## src/rtl/swm_pkg.sv

```systemverilog
package swm_pkg;
  localparam int unsigned FRAME_BITS = 16;

  typedef enum logic [3:0] {
    S_IDLE, S_RST, S_ADDR, S_WDATA, S_RDATA, S_PGM, S_POLL, S_RECOV, S_DONE
  } seq_state_t;

  typedef enum logic [1:0] {
    C_IDLE, C_LOW, C_HIGH
  } cyc_state_t;
endpackage

```

## src/rtl/swm_cycle.sv

```systemverilog
module swm_cycle
  import swm_pkg::*;
#(
  parameter int unsigned CNT_W = 8
) (
  input  logic             clk,
  input  logic             rst,
  input  logic             go,
  input  logic             is_wr,
  input  logic             wbit,
  input  logic [CNT_W-1:0] t_low,
  input  logic [CNT_W-1:0] t_high,
  input  logic             dq_in,
  output logic             ready,
  output logic             done,
  output logic             rbit,
  output logic             ce_n,
  output logic             oe_n,
  output logic             we_n,
  output logic             dq_out,
  output logic             dq_oe
);
  cyc_state_t       st;
  logic [CNT_W-1:0] cnt;
  logic [CNT_W-1:0] low_m1;
  logic [CNT_W-1:0] high_m1;

  assign low_m1  = (t_low  == '0) ? '0 : t_low  - CNT_W'(1);
  assign high_m1 = (t_high == '0) ? '0 : t_high - CNT_W'(1);
  assign ready   = (st == C_IDLE);

  always_ff @(posedge clk) begin
    if (rst) begin
      st     <= C_IDLE;
      cnt    <= '0;
      ce_n   <= 1'b1;
      oe_n   <= 1'b1;
      we_n   <= 1'b1;
      dq_out <= 1'b0;
      dq_oe  <= 1'b0;
      done   <= 1'b0;
      rbit   <= 1'b0;
    end else begin
      done <= 1'b0;
      case (st)
        C_IDLE: begin
          if (go) begin
            st     <= C_LOW;
            cnt    <= low_m1;
            ce_n   <= 1'b0;
            oe_n   <= is_wr;
            we_n   <= !is_wr;
            dq_oe  <= is_wr;
            dq_out <= is_wr & wbit;
          end
        end
        C_LOW: begin
          if (cnt == '0) begin
            rbit <= dq_in;
            ce_n <= 1'b1;
            oe_n <= 1'b1;
            we_n <= 1'b1;
            cnt  <= high_m1;
            st   <= C_HIGH;
          end else begin
            cnt <= cnt - CNT_W'(1);
          end
        end
        C_HIGH: begin
          if (cnt == '0) begin
            dq_oe <= 1'b0;
            done  <= 1'b1;
            st    <= C_IDLE;
          end else begin
            cnt <= cnt - CNT_W'(1);
          end
        end
        default: st <= C_IDLE;
      endcase
    end
  end

  // the two strobes are mutually exclusive
  p_strobe_excl_r10: assert property (@(posedge clk) disable iff (rst)
    !(!oe_n && !we_n));
  // no strobe without chip enable
  p_strobe_needs_ce_r10: assert property (@(posedge clk) disable iff (rst)
    (!oe_n || !we_n) |-> !ce_n);
  // never drive the line while the memory may drive it
  p_no_drive_on_read_r10: assert property (@(posedge clk) disable iff (rst)
    dq_oe |-> oe_n);
  // write data held through the rising edge of the strobe
  p_data_hold_r9: assert property (@(posedge clk) disable iff (rst)
    (dq_oe && !we_n) |=> (dq_oe && $stable(dq_out)));
  // a new cycle only starts from the idle phase
  p_go_idle_r9: assert property (@(posedge clk) disable iff (rst)
    go |-> ready);
endmodule

```

## src/rtl/swm_pagechk.sv

```systemverilog
module swm_pagechk #(
  parameter int unsigned ADDR_W     = 9,
  parameter int unsigned LEN_W      = 8,
  parameter int unsigned PAGE_BYTES = 8
) (
  input  logic              is_write,
  input  logic [ADDR_W-1:0] addr,
  input  logic [LEN_W-1:0]  len,
  output logic              reject
);
  localparam int unsigned OFS_W = (PAGE_BYTES > 1) ? $clog2(PAGE_BYTES) : 1;

  logic [LEN_W:0] end_pos;

  always_comb begin
    end_pos = {1'b0, len} + (LEN_W+1)'(addr[OFS_W-1:0]);
    reject  = (len == '0) || (is_write && (end_pos > (LEN_W+1)'(PAGE_BYTES)));
  end
endmodule

```

## src/rtl/swm_rxbyte.sv

```systemverilog
module swm_rxbyte (
  input  logic       clk,
  input  logic       rst,
  input  logic       clear,
  input  logic       shift_en,
  input  logic       bit_in,
  output logic       byte_valid,
  output logic [7:0] byte_data
);
  logic [6:0] sh;
  logic [2:0] cnt;

  always_ff @(posedge clk) begin
    if (rst) begin
      sh         <= '0;
      cnt        <= '0;
      byte_valid <= 1'b0;
      byte_data  <= '0;
    end else begin
      byte_valid <= 1'b0;
      if (clear) begin
        cnt <= '0;
      end else if (shift_en) begin
        sh  <= {sh[5:0], bit_in};
        cnt <= cnt + 3'd1;
        if (cnt == 3'd7) begin
          byte_data  <= {sh, bit_in};
          byte_valid <= 1'b1;
        end
      end
    end
  end

  // a byte appears only right after a sampled bit
  p_byte_after_shift_r4: assert property (@(posedge clk) disable iff (rst)
    byte_valid |-> $past(shift_en));
endmodule

```

## src/rtl/swm_ctrl.sv

```systemverilog
module swm_ctrl
  import swm_pkg::*;
#(
  parameter int unsigned ADDR_W     = 9,
  parameter int unsigned LEN_W      = 8,
  parameter int unsigned PAGE_BYTES = 8,
  parameter int unsigned POLL_MAX   = 4096
) (
  input  logic                    clk,
  input  logic                    rst,
  input  logic                    req_valid,
  input  logic                    req_write,
  input  logic [ADDR_W-1:0]       req_addr,
  input  logic [LEN_W-1:0]        req_len,
  input  logic [PAGE_BYTES*8-1:0] req_wdata,
  input  logic                    reject,
  output logic                    req_ready,
  output logic                    busy,
  output logic                    done,
  output logic                    err_page,
  output logic                    fault,
  output logic                    cyc_go,
  output logic                    cyc_wr,
  output logic                    cyc_bit,
  input  logic                    cyc_ready,
  input  logic                    cyc_done,
  input  logic                    cyc_rbit,
  output logic                    rx_clear,
  output logic                    rx_shift
);
  localparam int unsigned DATA_W = PAGE_BYTES * 8;
  localparam int unsigned IDX_W  = ($clog2(DATA_W) + 1 > 5) ? $clog2(DATA_W) + 1 : 5;
  localparam int unsigned POLL_W = $clog2(POLL_MAX + 1);

  seq_state_t            st;
  logic                  inflight;
  logic [IDX_W-1:0]      idx;
  logic [IDX_W-1:0]      last_bit;
  logic [LEN_W-1:0]      bytes_left;
  logic [FRAME_BITS-1:0] frame;
  logic [DATA_W-1:0]     wstream;
  logic [DATA_W-1:0]     wbuf;
  logic                  op_write;
  logic [POLL_W-1:0]     polls;
  logic                  cur_wr;
  logic                  cur_bit;
  logic                  active;
  logic                  accept;

  always_comb begin
    wstream = '0;
    for (int k = 0; k < PAGE_BYTES; k++) begin
      wstream[DATA_W-1-8*k -: 8] = req_wdata[8*k +: 8];
    end
  end

  always_comb begin
    cur_wr  = 1'b0;
    cur_bit = 1'b0;
    case (st)
      S_RST, S_RECOV: cur_wr = (idx == IDX_W'(1));
      S_PGM: begin
        cur_wr  = (idx == IDX_W'(1));
        cur_bit = 1'b1;
      end
      S_ADDR: begin
        cur_wr  = 1'b1;
        cur_bit = frame[FRAME_BITS-1];
      end
      S_WDATA: begin
        cur_wr  = 1'b1;
        cur_bit = wbuf[DATA_W-1];
      end
      default: ;
    endcase
  end

  assign active    = (st != S_IDLE) && (st != S_DONE);
  assign req_ready = (st == S_IDLE);
  assign busy      = !req_ready;
  assign accept    = req_ready && req_valid;
  assign rx_clear  = accept;
  assign rx_shift  = cyc_done && inflight && (st == S_RDATA);

  always_ff @(posedge clk) begin
    if (rst) begin
      st         <= S_IDLE;
      inflight   <= 1'b0;
      idx        <= '0;
      last_bit   <= '0;
      bytes_left <= '0;
      frame      <= '0;
      wbuf       <= '0;
      op_write   <= 1'b0;
      polls      <= '0;
      done       <= 1'b0;
      err_page   <= 1'b0;
      fault      <= 1'b0;
      cyc_go     <= 1'b0;
      cyc_wr     <= 1'b0;
      cyc_bit    <= 1'b0;
    end else begin
      done   <= 1'b0;
      cyc_go <= 1'b0;

      if (active && !inflight && !cyc_go && cyc_ready) begin
        cyc_go   <= 1'b1;
        cyc_wr   <= cur_wr;
        cyc_bit  <= cur_bit;
        inflight <= 1'b1;
      end

      case (st)
        S_IDLE: begin
          if (req_valid) begin
            err_page <= reject;
            fault    <= 1'b0;
            idx      <= '0;
            if (reject) begin
              st <= S_DONE;
            end else begin
              st         <= S_RST;
              op_write   <= req_write;
              frame      <= FRAME_BITS'(req_addr);
              wbuf       <= wstream;
              bytes_left <= req_len;
              last_bit   <= IDX_W'({req_len, 3'b000} - 1);
            end
          end
        end
        S_DONE: begin
          done <= 1'b1;
          st   <= S_IDLE;
        end
        default: begin
          if (cyc_done && inflight) begin
            inflight <= 1'b0;
            case (st)
              S_RST: begin
                if (idx == IDX_W'(2)) begin
                  idx <= '0;
                  st  <= S_ADDR;
                end else idx <= idx + IDX_W'(1);
              end
              S_ADDR: begin
                frame <= frame << 1;
                if (idx == IDX_W'(FRAME_BITS - 1)) begin
                  idx <= '0;
                  st  <= op_write ? S_WDATA : S_RDATA;
                end else idx <= idx + IDX_W'(1);
              end
              S_WDATA: begin
                wbuf <= wbuf << 1;
                if (idx == last_bit) begin
                  idx <= '0;
                  st  <= S_PGM;
                end else idx <= idx + IDX_W'(1);
              end
              S_RDATA: begin
                if (idx == IDX_W'(7)) begin
                  idx <= '0;
                  if (bytes_left == LEN_W'(1)) st <= S_DONE;
                  else bytes_left <= bytes_left - LEN_W'(1);
                end else idx <= idx + IDX_W'(1);
              end
              S_PGM: begin
                if (idx == IDX_W'(2)) begin
                  idx   <= '0;
                  polls <= '0;
                  st    <= S_POLL;
                end else idx <= idx + IDX_W'(1);
              end
              S_POLL: begin
                if (cyc_rbit) begin
                  st <= S_DONE;
                end else if (polls == POLL_W'(POLL_MAX - 1)) begin
                  fault <= 1'b1;
                  idx   <= '0;
                  st    <= S_RECOV;
                end else polls <= polls + POLL_W'(1);
              end
              S_RECOV: begin
                if (idx == IDX_W'(2)) st <= S_DONE;
                else idx <= idx + IDX_W'(1);
              end
              default: st <= S_IDLE;
            endcase
          end
        end
      endcase
    end
  end

  // completion is a single-clock pulse
  p_done_pulse_r11: assert property (@(posedge clk) disable iff (rst)
    done |=> !done);
  // a refused request goes straight to completion without a bus cycle
  p_reject_quiet_r8: assert property (@(posedge clk) disable iff (rst)
    (accept && reject) |=> (st == S_DONE && !cyc_go));
  // a fault is raised only on the way into the recovery pattern
  p_fault_recov_r7: assert property (@(posedge clk) disable iff (rst)
    $rose(fault) |-> (st == S_RECOV));
  // flags hold while idle with no new request
  p_flags_hold_r11: assert property (@(posedge clk) disable iff (rst)
    (st == S_IDLE && !req_valid) |=> ($stable(err_page) && $stable(fault)));
endmodule

```

## src/rtl/swm_sequencer.sv

```systemverilog
module swm_sequencer #(
  parameter int unsigned ADDR_W     = 9,
  parameter int unsigned LEN_W      = 8,
  parameter int unsigned PAGE_BYTES = 8,
  parameter int unsigned CNT_W      = 8,
  parameter int unsigned POLL_MAX   = 4096,
  localparam int unsigned DATA_W    = PAGE_BYTES * 8
) (
  input  logic              clk,
  input  logic              rst,
  input  logic [CNT_W-1:0]  cfg_low,
  input  logic [CNT_W-1:0]  cfg_high,
  input  logic              req_valid,
  output logic              req_ready,
  input  logic              req_write,
  input  logic [ADDR_W-1:0] req_addr,
  input  logic [LEN_W-1:0]  req_len,
  input  logic [DATA_W-1:0] req_wdata,
  output logic              rd_valid,
  output logic [7:0]        rd_data,
  output logic              done,
  output logic              busy,
  output logic              err_page,
  output logic              fault,
  output logic              ce_n,
  output logic              oe_n,
  output logic              we_n,
  output logic              dq_out,
  output logic              dq_oe,
  input  logic              dq_in
);
  logic reject;
  logic cyc_go, cyc_wr, cyc_bit, cyc_ready, cyc_done, cyc_rbit;
  logic rx_clear, rx_shift;

  swm_pagechk #(
    .ADDR_W(ADDR_W), .LEN_W(LEN_W), .PAGE_BYTES(PAGE_BYTES)
  ) u_pagechk (
    .is_write(req_write), .addr(req_addr), .len(req_len), .reject(reject)
  );

  swm_ctrl #(
    .ADDR_W(ADDR_W), .LEN_W(LEN_W), .PAGE_BYTES(PAGE_BYTES), .POLL_MAX(POLL_MAX)
  ) u_ctrl (
    .clk(clk), .rst(rst),
    .req_valid(req_valid), .req_write(req_write), .req_addr(req_addr),
    .req_len(req_len), .req_wdata(req_wdata), .reject(reject),
    .req_ready(req_ready), .busy(busy), .done(done),
    .err_page(err_page), .fault(fault),
    .cyc_go(cyc_go), .cyc_wr(cyc_wr), .cyc_bit(cyc_bit),
    .cyc_ready(cyc_ready), .cyc_done(cyc_done), .cyc_rbit(cyc_rbit),
    .rx_clear(rx_clear), .rx_shift(rx_shift)
  );

  swm_cycle #(
    .CNT_W(CNT_W)
  ) u_cycle (
    .clk(clk), .rst(rst), .go(cyc_go), .is_wr(cyc_wr), .wbit(cyc_bit),
    .t_low(cfg_low), .t_high(cfg_high), .dq_in(dq_in),
    .ready(cyc_ready), .done(cyc_done), .rbit(cyc_rbit),
    .ce_n(ce_n), .oe_n(oe_n), .we_n(we_n), .dq_out(dq_out), .dq_oe(dq_oe)
  );

  swm_rxbyte u_rxbyte (
    .clk(clk), .rst(rst), .clear(rx_clear), .shift_en(rx_shift),
    .bit_in(cyc_rbit), .byte_valid(rd_valid), .byte_data(rd_data)
  );
endmodule

```

## config.mk

```make
export PLATFORM = sky130hd
export DESIGN_NAME = swm_sequencer
export DESIGN_NICKNAME = d
export VERILOG_FILES = /design/src/rtl/swm_pkg.sv /design/src/rtl/swm_cycle.sv /design/src/rtl/swm_pagechk.sv /design/src/rtl/swm_rxbyte.sv /design/src/rtl/swm_ctrl.sv /design/src/rtl/swm_sequencer.sv
export SDC_FILE = /design/constraint.sdc
export NUM_CORES = 1
export LEC_CHECK = 0
export BUFFER_PORTS_ARGS = -buffer_cell sky130_fd_sc_hd__buf_4
export CORE_MARGIN = 2
export CORE_UTILIZATION = 46
export CTS_CLUSTER_SIZE = 28
export DETAILED_ROUTE_END_ITERATION = 8
export GPL_ROUTABILITY_DRIVEN = 0
export GPL_TIMING_DRIVEN = 0
export PLACE_DENSITY = 0.67
export SYNTH_ARGS = -nofsm -noshare
export SYNTH_HDL_FRONTEND = slang
export SYNTH_SLANG_ARGS = --single-unit
```

## constraint.sdc

```tcl
create_clock -name clk -period 3.4 [get_ports clk]
set_clock_uncertainty 0.15 [all_clocks]
set_input_delay 0.34 -clock clk [delete_from_list [all_inputs] [get_ports clk]]
set_output_delay 0.34 -clock clk [all_outputs]
set_load 0.05 [all_outputs]
```

==> results summary, run 1 <==
The critical path data arrival time is 2.52 ns. The full die area came out at 18700 µm². The net count after synthesis came out at 1045. The nature of the critical path startpoint is a register.

The post-CTS setup-driven buffer insertion count came out at 0. The total detailed-routing wirelength came out at approximately 22000 µm. After floorplanning, the core was sized to cover 17300 µm². The TritonCTS clock tree is built. The flow ran to the end, and the final reports show no timing, DRC or antenna violations. The first-pass GRT wire length came out at 35200 µm. Of the cells placed in the final design, the portion with a size suffix greater than 1 is between 10% and 20%. After clock tree synthesis, the clock-pin slew on the worst setup and hold paths is 0.06 ns. The vertical die dimension is 137 µm. The relative contribution of the clock network to total power came out at 29.5%. The share of the cycle needed by the critical path after routing is 88.5%. The data required time of the critical path came out at approximately 2.9 ns. The worst ir drop on vdd is 0.426 mV. Sequential elements use between 30% and 40% of the synthesized area. The number of setup violations in the final report came out at 0. In the synthesized netlist the dominant register cell turns out to be dfxtp_1. In this run the mean area of a mapped cell was 8.81 µm². The detailed router finished its first iteration with 316 violations.

The total power is 0.00685 W. Global routing used 23.5% of the available tracks. The number of top-level design ports came out at 121. The initial cell density of the core is between 40% and 50%.

In this run, synthesis inferred 0 flip-flops with an integrated enable. The critical path is of the register to output pin type. The number of global-route vias before repair came to 7197.

The half-perimeter wire length after placement came out at 15600 µm. The count of buffers inserted at the top-level ports came out at 119. The clock period minus worst slack came out at 3.01 ns. The hold buffer count at CTS is 1. The switching portion of total power came out at a little under two fifths.

The detailed-route DRC error count is 0. The worst hold slack came out at 0.0339 ns. The summed negative setup slack over all endpoints came out at 0 ns. In this run the worst path has a maximum fanout of 10. The die is 137 µm wide. The logic depth of the worst register-to-register path is 7. Clock tree synthesis selected as its root buffer the cell clkbuf_16. The sequential share of power came out at 34.5%. Setup repair after global routing left no endpoint under its margin. The number of cells on the worst hold path came out at 2. The total standard cell area after synthesis is ~8100 µm².

The highest attainable clock frequency is 332 MHz. The cell count after synthesis is 922. The combinational share of power came out at 36.1%. Summed over all nets, the switching power comes to 0.00254 W. Leaving out fill and tap cells, the most frequent cells in the layout are 161 x dfxtp_1, 119 x buf_4, 75 x nand2_1.

The net count reported at finish is 1184. The worst hold path belongs to the class input port to register. The worst relative slew slack is 28.6%. The pre-antenna-repair detailed-routing pass consisted of 5 iterations. The utilization after layout is 57.4%. The area growth from synthesis to layout came out at 22.2%. The clock latency on the worst-skew pair came out at 0.42 ns. For this design the static power due to leakage is between 3 and 4 nW. The fraction of registers with async set or reset after synthesis is 0%. The largest net degree at the start of global routing came out at 17. The total power per unit cell area came out at about 690 nW/µm². The distinct cell type count of the synthesized netlist came out at 73. The CTS buffer count came out at 17. Cell internal power was estimated by the tool at 0.00431 W. For the pin with the worst max-slew slack, the measured transition is 1.06 ns.

The repair_antennas step left the layout with diodes totalling 0. The number of failing hold endpoints at the final stage came out at 0. The max-slew violation total from the final report came out at 0. The post-cts gate resize count is 0. Across the run, the number of max-cap violations was 0. The via count is 7619. The reg-to-reg setup timing slack came out at approximately 0.64 ns. The count of synthesis-stage warnings from yosys is 0.

The number of nets with antenna violations after detailed routing came out at 0. The H-tree generated during clock tree synthesis spans 4 levels. The placement row count came out at 48. The commonest non-fill, non-tap cell in the layout is dfxtp_1. The number of clock sinks came out at approximately 160. The total congestion overflow came out at 0. After detailed routing, the number of vias per cell comes to roughly 5.9. The number of antenna violations at the first check in global routing is 0. The wire length per cell came out at 16.6 µm. Counting flops and latches in the post-synthesis netlist gives about 160. The worst setup path is captured at an output pin. The clock passes through at most 2 buffers.
## routing by layer
layer  up-vias  wire (µm)  global-route usage [%]
li1       3818          -                       -
met1      3574       9630                    30.2
met2       209      10200                    39.0
met3        18       1450                    6.56
met4         0        259                    6.30
met5         -          0                       0
## sequential cells by signal, indices dropped and copies added (netlist names), 2 cells and up
| signal | count |
|---|---|
| u_ctrl.bytes_left | 8 |
| u_ctrl.last_bit | 5 |
| u_ctrl.st | 4 |
| u_cycle.cnt | 8 |
| u_ctrl.wbuf | 64 |
| u_rxbyte.byte_data | 8 |
| u_rxbyte.cnt | 3 |
| u_ctrl.idx | 7 |
| u_rxbyte.sh | 7 |
| u_ctrl.frame | 16 |
| u_cycle.st | 2 |
| u_ctrl.polls | 13 |
## cell usage after synthesis, types with 14 or more instances
library cell	number	area (µm²)
buf_2	17	85.1
mux2i_1	14	140
inv_1	26	97.6
nand2_1	75	282
nor3_1	31	155
xnor2_1	14	123
o2bb2ai_1	69	604
a32oi_1	65	569
o21ai_0	19	95.1
clkbuf_1	48	180
xor2_1	18	158
nand4_1	14	87.6
nand3_1	28	140
a21oi_1	61	305
nor2_1	67	251
dfxtp_1	161	3220
ha_1	20	250
## power groups by stage
stage          clock, W  combinational (W)  sequential, W
2_1_floorplan         0            0.00180        0.00241
3_3_place_gp          0            0.00242        0.00240
3_5_place_dp          0            0.00244        0.00240
4_1_cts         0.00204            0.00245        0.00236
5_1_grt         0.00212            0.00273        0.00240
6_report        0.00202            0.00247        0.00236
## layout make-up
type                    count  area (µm²)
plain buffers              71         289
clock buffers              19         443
clock inverters            13         176
fillers                  1619        7370
inverters                  28         105
multi-input cells         662        4510
flip-flops and latches    161        3220
well taps                 225         282
repair buffers            120         903
## logic make-up (layout without fill, tap and decap cells)
group | count (synthesis) | in the layout | synth area share (%)
compound gates | 312 | 312 | 29.2
simple gates | 281 | 281 | 17.5
flops | 161 | 161 | 39.7
buf+inv | 99 | 251 | 4.85
xor+xnor | 32 | 32 | 3.45
fa+ha+maj | 21 | 21 | 3.33
mux | 16 | 16 | 2.00
## stage by stage
| stage | setup WS, ns | cells | area [µm²] |
|---|---|---|---|
| floorplan | 0.708 | 922 | 8120 |
| global placement | 0.154 | 1266 | 9300 |
| detailed placement | 0.121 | 1266 | 9300 |
| CTS | 0.410 | 1299 | 9930 |
| global route | 0.300 | 1299 | 9930 |
| finish | 0.392 | 1299 | 9930 |
## path summary, 6_finish.rpt
| kind | startpoint | end |
|---|---|---|
| worst max-delay path | u_ctrl.st[3] | req_ready |
| worst min-delay path | req_addr[0] | u_ctrl.frame[0] |
| worst max register to register | u_ctrl.st[1] | u_ctrl.wbuf[30] |
| worst min register to register | u_rxbyte.byte_data[4] | u_rxbyte.byte_data[4] |
## worst max-delay path: stages (launching register included)
cell     delay, ns
dfxtp_1       0.29
buf_2         0.17
or3_1         0.47
nor2_4        0.29
buf_1         0.56
buf_4         0.32
Power figures use the tool's default switching activity.
==> run 2: changes to the inputs <==
--- a/config.mk
+++ b/config.mk
@@ -6,13 +6,17 @@
 export NUM_CORES = 1
 export LEC_CHECK = 0
 export BUFFER_PORTS_ARGS = -buffer_cell sky130_fd_sc_hd__buf_4
+export CELL_PAD_IN_SITES_DETAIL_PLACEMENT = 1
+export CELL_PAD_IN_SITES_GLOBAL_PLACEMENT = 1
 export CORE_MARGIN = 2
-export CORE_UTILIZATION = 46
+export CORE_UTILIZATION = 44
+export CTS_BUF_LIST = sky130_fd_sc_hd__clkbuf_8
 export CTS_CLUSTER_SIZE = 28
 export DETAILED_ROUTE_END_ITERATION = 8
 export GPL_ROUTABILITY_DRIVEN = 0
 export GPL_TIMING_DRIVEN = 0
-export PLACE_DENSITY = 0.67
+export PLACE_DENSITY_LB_ADDON = 0.1
 export SYNTH_ARGS = -nofsm -noshare
 export SYNTH_HDL_FRONTEND = slang
+export SYNTH_HIERARCHICAL = 1
 export SYNTH_SLANG_ARGS = --single-unit
==> results summary, run 2 <==
The total detailed-routing wirelength came out at 27100 µm. The number of nets with antenna violations after detailed routing is 0. The cell count after synthesis came out at 1054.

Ranked by total cell area, the synthesized netlist is headed by dfxtp_1 38%, nand2_1 9.3%, a311oi_1 7.6%. The class of the tightest hold or removal check is input port to register. After detailed routing, the number of remaining DRC violations is 0.

Summed over all failing endpoints, the final setup total negative slack is 0 ns. The number of failing hold endpoints at the final stage came out at 0. The half-perimeter wire length after placement came out at between 15000 and 20000 µm. The fraction of registers with async set or reset after synthesis is 0%. The total congestion overflow came out at 0. The first global-routing pass estimated ~44000 µm of wire. The die is 142 µm wide. Counting flops per register, the top entry is u_ctrl/wbuf. After detailed routing, the number of vias per cell comes to 5.73. The number of clock sinks is 161. The cell at the root of the clock tree is clkbuf_8.

The largest registers in the layout are u_ctrl/wbuf (64), u_ctrl/frame (16), u_ctrl/polls (13). The worst hold slack is 0.0372 ns. The net count reported at finish is 1396. The leading cell type by number of instances after synthesis is nand2_1.

The full die area is 20200 µm². The clock tree buffer depth came out at 2. The biggest fanout along the worst timing path came out at 10. The number of antenna violations at the first check in global routing is 0. The tool flagged a number of max-cap violations equal to 0. The data required time of the critical path is 3.58 ns. The overall routing resource usage is 27.3%. The count of buffers inserted at the top-level ports is 119. In this run the cell area of the synthesized design comes to approximately 8400 µm². Among all flip-flop cells after synthesis, the most frequent one is dfxtp_1.

The number of top-level design ports came out at 121. The H-tree generated during clock tree synthesis spans 4 levels. The worst ir drop on vdd is 0.360 mV. During synthesis, Yosys emitted a total of 6 warnings. TritonCTS built the clock tree. The critical path is of the input port to register type. The number of enable-type register cells in the synthesized netlist came out at 0.

The number of global-route vias before repair came out at between 8000 and 9000. The run finished with clean final reports. Power spread over the standard cell area amounts to 547 nW/µm². The clock period minus worst slack is 3.30 ns. The clock slew seen by the registers of the worst setup and hold paths came out at 0.09 ns. The placeable core area is 18700 µm². After layout, the worst path uses 97.0% of the clock period. The share of layout cells above drive strength 1 is approximately 17%. After detailed routing, the average wire length per cell comes to 17.8 µm. Cells fill 57.7% of the core in the end.

The placement row count came out at 50. The initial cell density of the core is 44.9%. The number of violations reported at the end of detailed-routing iteration 0 came out at between 500 and 600. The biggest area consumer among synthesized cells is dfxtp_1. The register with the most flip-flops in the layout has 64 of them. The proportion of synthesized chip area in sequential cells came out at 38.3%. The max-slew violation total from the final report came out at 0. STA puts the critical path data arrival time at 3.48 ns. The repair_antennas step left the layout with diodes totalling 0. Leaving out fill and tap cells, the most frequent cell in the layout is nand2_1. The worst relative slew slack is 23.9%.

STA classifies the critical path endpoint as a register. By count the netlist is led by 208 x nand2_1, 161 x dfxtp_1, 148 x nor2_1, 73 x a311oi_1, 46 x clkbuf_1. The CTS buffer count came out at 17.

The mean instance size in the synthesized netlist came out at 7.98 µm². The area growth from synthesis to layout is 28.5%. Derived from the worst setup path, the maximum achievable clock frequency is 303 MHz. The clock latency on the worst-skew pair came out at 0.47 ns. The number of iterations in the first detailed-routing pass came out at 5. The largest net degree at the start of global routing came out at 17. The net count after synthesis came out at 1179. The worst setup path is launched from an input port. The vertical die dimension is 142 µm. The library cells used most frequently in the layout, excluding fill and tap cells, are 207 x nand2_1, 161 x dfxtp_1, 147 x nor2_1. The leakage power figure came out at ~4.2 nW. The number of flip-flops and latches in the synthesized netlist is approximately 160. Synthesis instantiated 84 different standard cells from the library.

The number of setup violations in the final report came out at 0. The via count is around 8700. For the pin with the worst max-slew slack, the measured transition is approximately 1.1 ns. The top-area cell type share of the netlist area is 38.3%.
[run 2: timing repair]
action,CTS,global route
endpoints found under the setup margin,2,7
buffers inserted,2,2
endpoints found under the hold margin,75,0
resized for setup,0,4
hold buffers,75,0
pin swaps,1,3
[run 2: cell families after synthesis]
group | count (synthesis) | share of synthesized area, %
flops | 161 | 38.3
compound gates | 222 | 20.6
mux | 17 | 2.04
buf+inv | 106 | 5.51
fa+ha+maj | 23 | 3.51
xor+xnor | 32 | 3.33
simple gates | 493 | 26.6
[run 2: per-layer routing]
layer	vias to the layer above	track usage [%]	part of all wire [%]
met5	-	0	0
met4	0	10.1	2.2
met3	48	5.05	3.6
met2	193	46.8	48
met1	4266	34.2	46
li1	4194	-	-
[run 2: critical path: stages]
cell	delay (ns)
buf_4	0.14
ha_2	0.19
fa_2	0.40
xor2_1	0.15
or3_1	0.32
a221o_1	0.32
a211o_1	0.29
buf_4	0.17
a21oi_4	0.36
buf_2	0.33
buf_2	0.28
a311oi_1	0.17
[run 2: metrics by stage]
step | std cells | total power, W | instance area [µm²] | setup slack [ns]
6_report | 1518 | 0.00591 | 10800 | 0.103
5_1_grt | 1518 | 0.00628 | 10800 | -0.00415
4_1_cts | 1516 | 0.00589 | 10800 | 0.107
3_5_place_dp | 1407 | 0.00439 | 9620 | -0.519
3_3_place_gp | 1407 | 0.00434 | 9620 | -0.455
2_1_floorplan | 1054 | 0.00378 | 8430 | 0.0149
[run 2: power breakdown]
part | switching, W | total (W) | leakage, nW | internal, W
Clock | 0.000797 | 0.00143 | 0.187 | 0.000628
Sequential | 0.000185 | 0.00232 | 1.31 | 0.00214
Combinational | 0.00135 | 0.00216 | 2.74 | 0.000807
Total | 0.00233 | 0.00591 | 4.24 | 0.00357
[run 2: final cells by class]
cell class                 instances  area, µm²
clock buffer                      19        262
fill                            2274       7910
sequential                       161       3220
buffer                            77        367
clock inverter                    13        125
multi-input combinational        787       4750
tap                              234        293
timing repair buffer             198       1670
inverter                          29        109
[run 2: final timing paths]
path / slack (ns) / to / start / depth (start not counted)
max reg2reg: 0.36 / u_ctrl/bytes_left[1] / u_ctrl/st[2] / 7
max: 0.10 / u_ctrl/wbuf[39] / req_len[0] / 12
min reg2reg: 0.30 / u_ctrl/polls[12] / u_ctrl/polls[12] / 2
min: 0.04 / u_ctrl/wbuf[54] / req_wdata[14] / 3
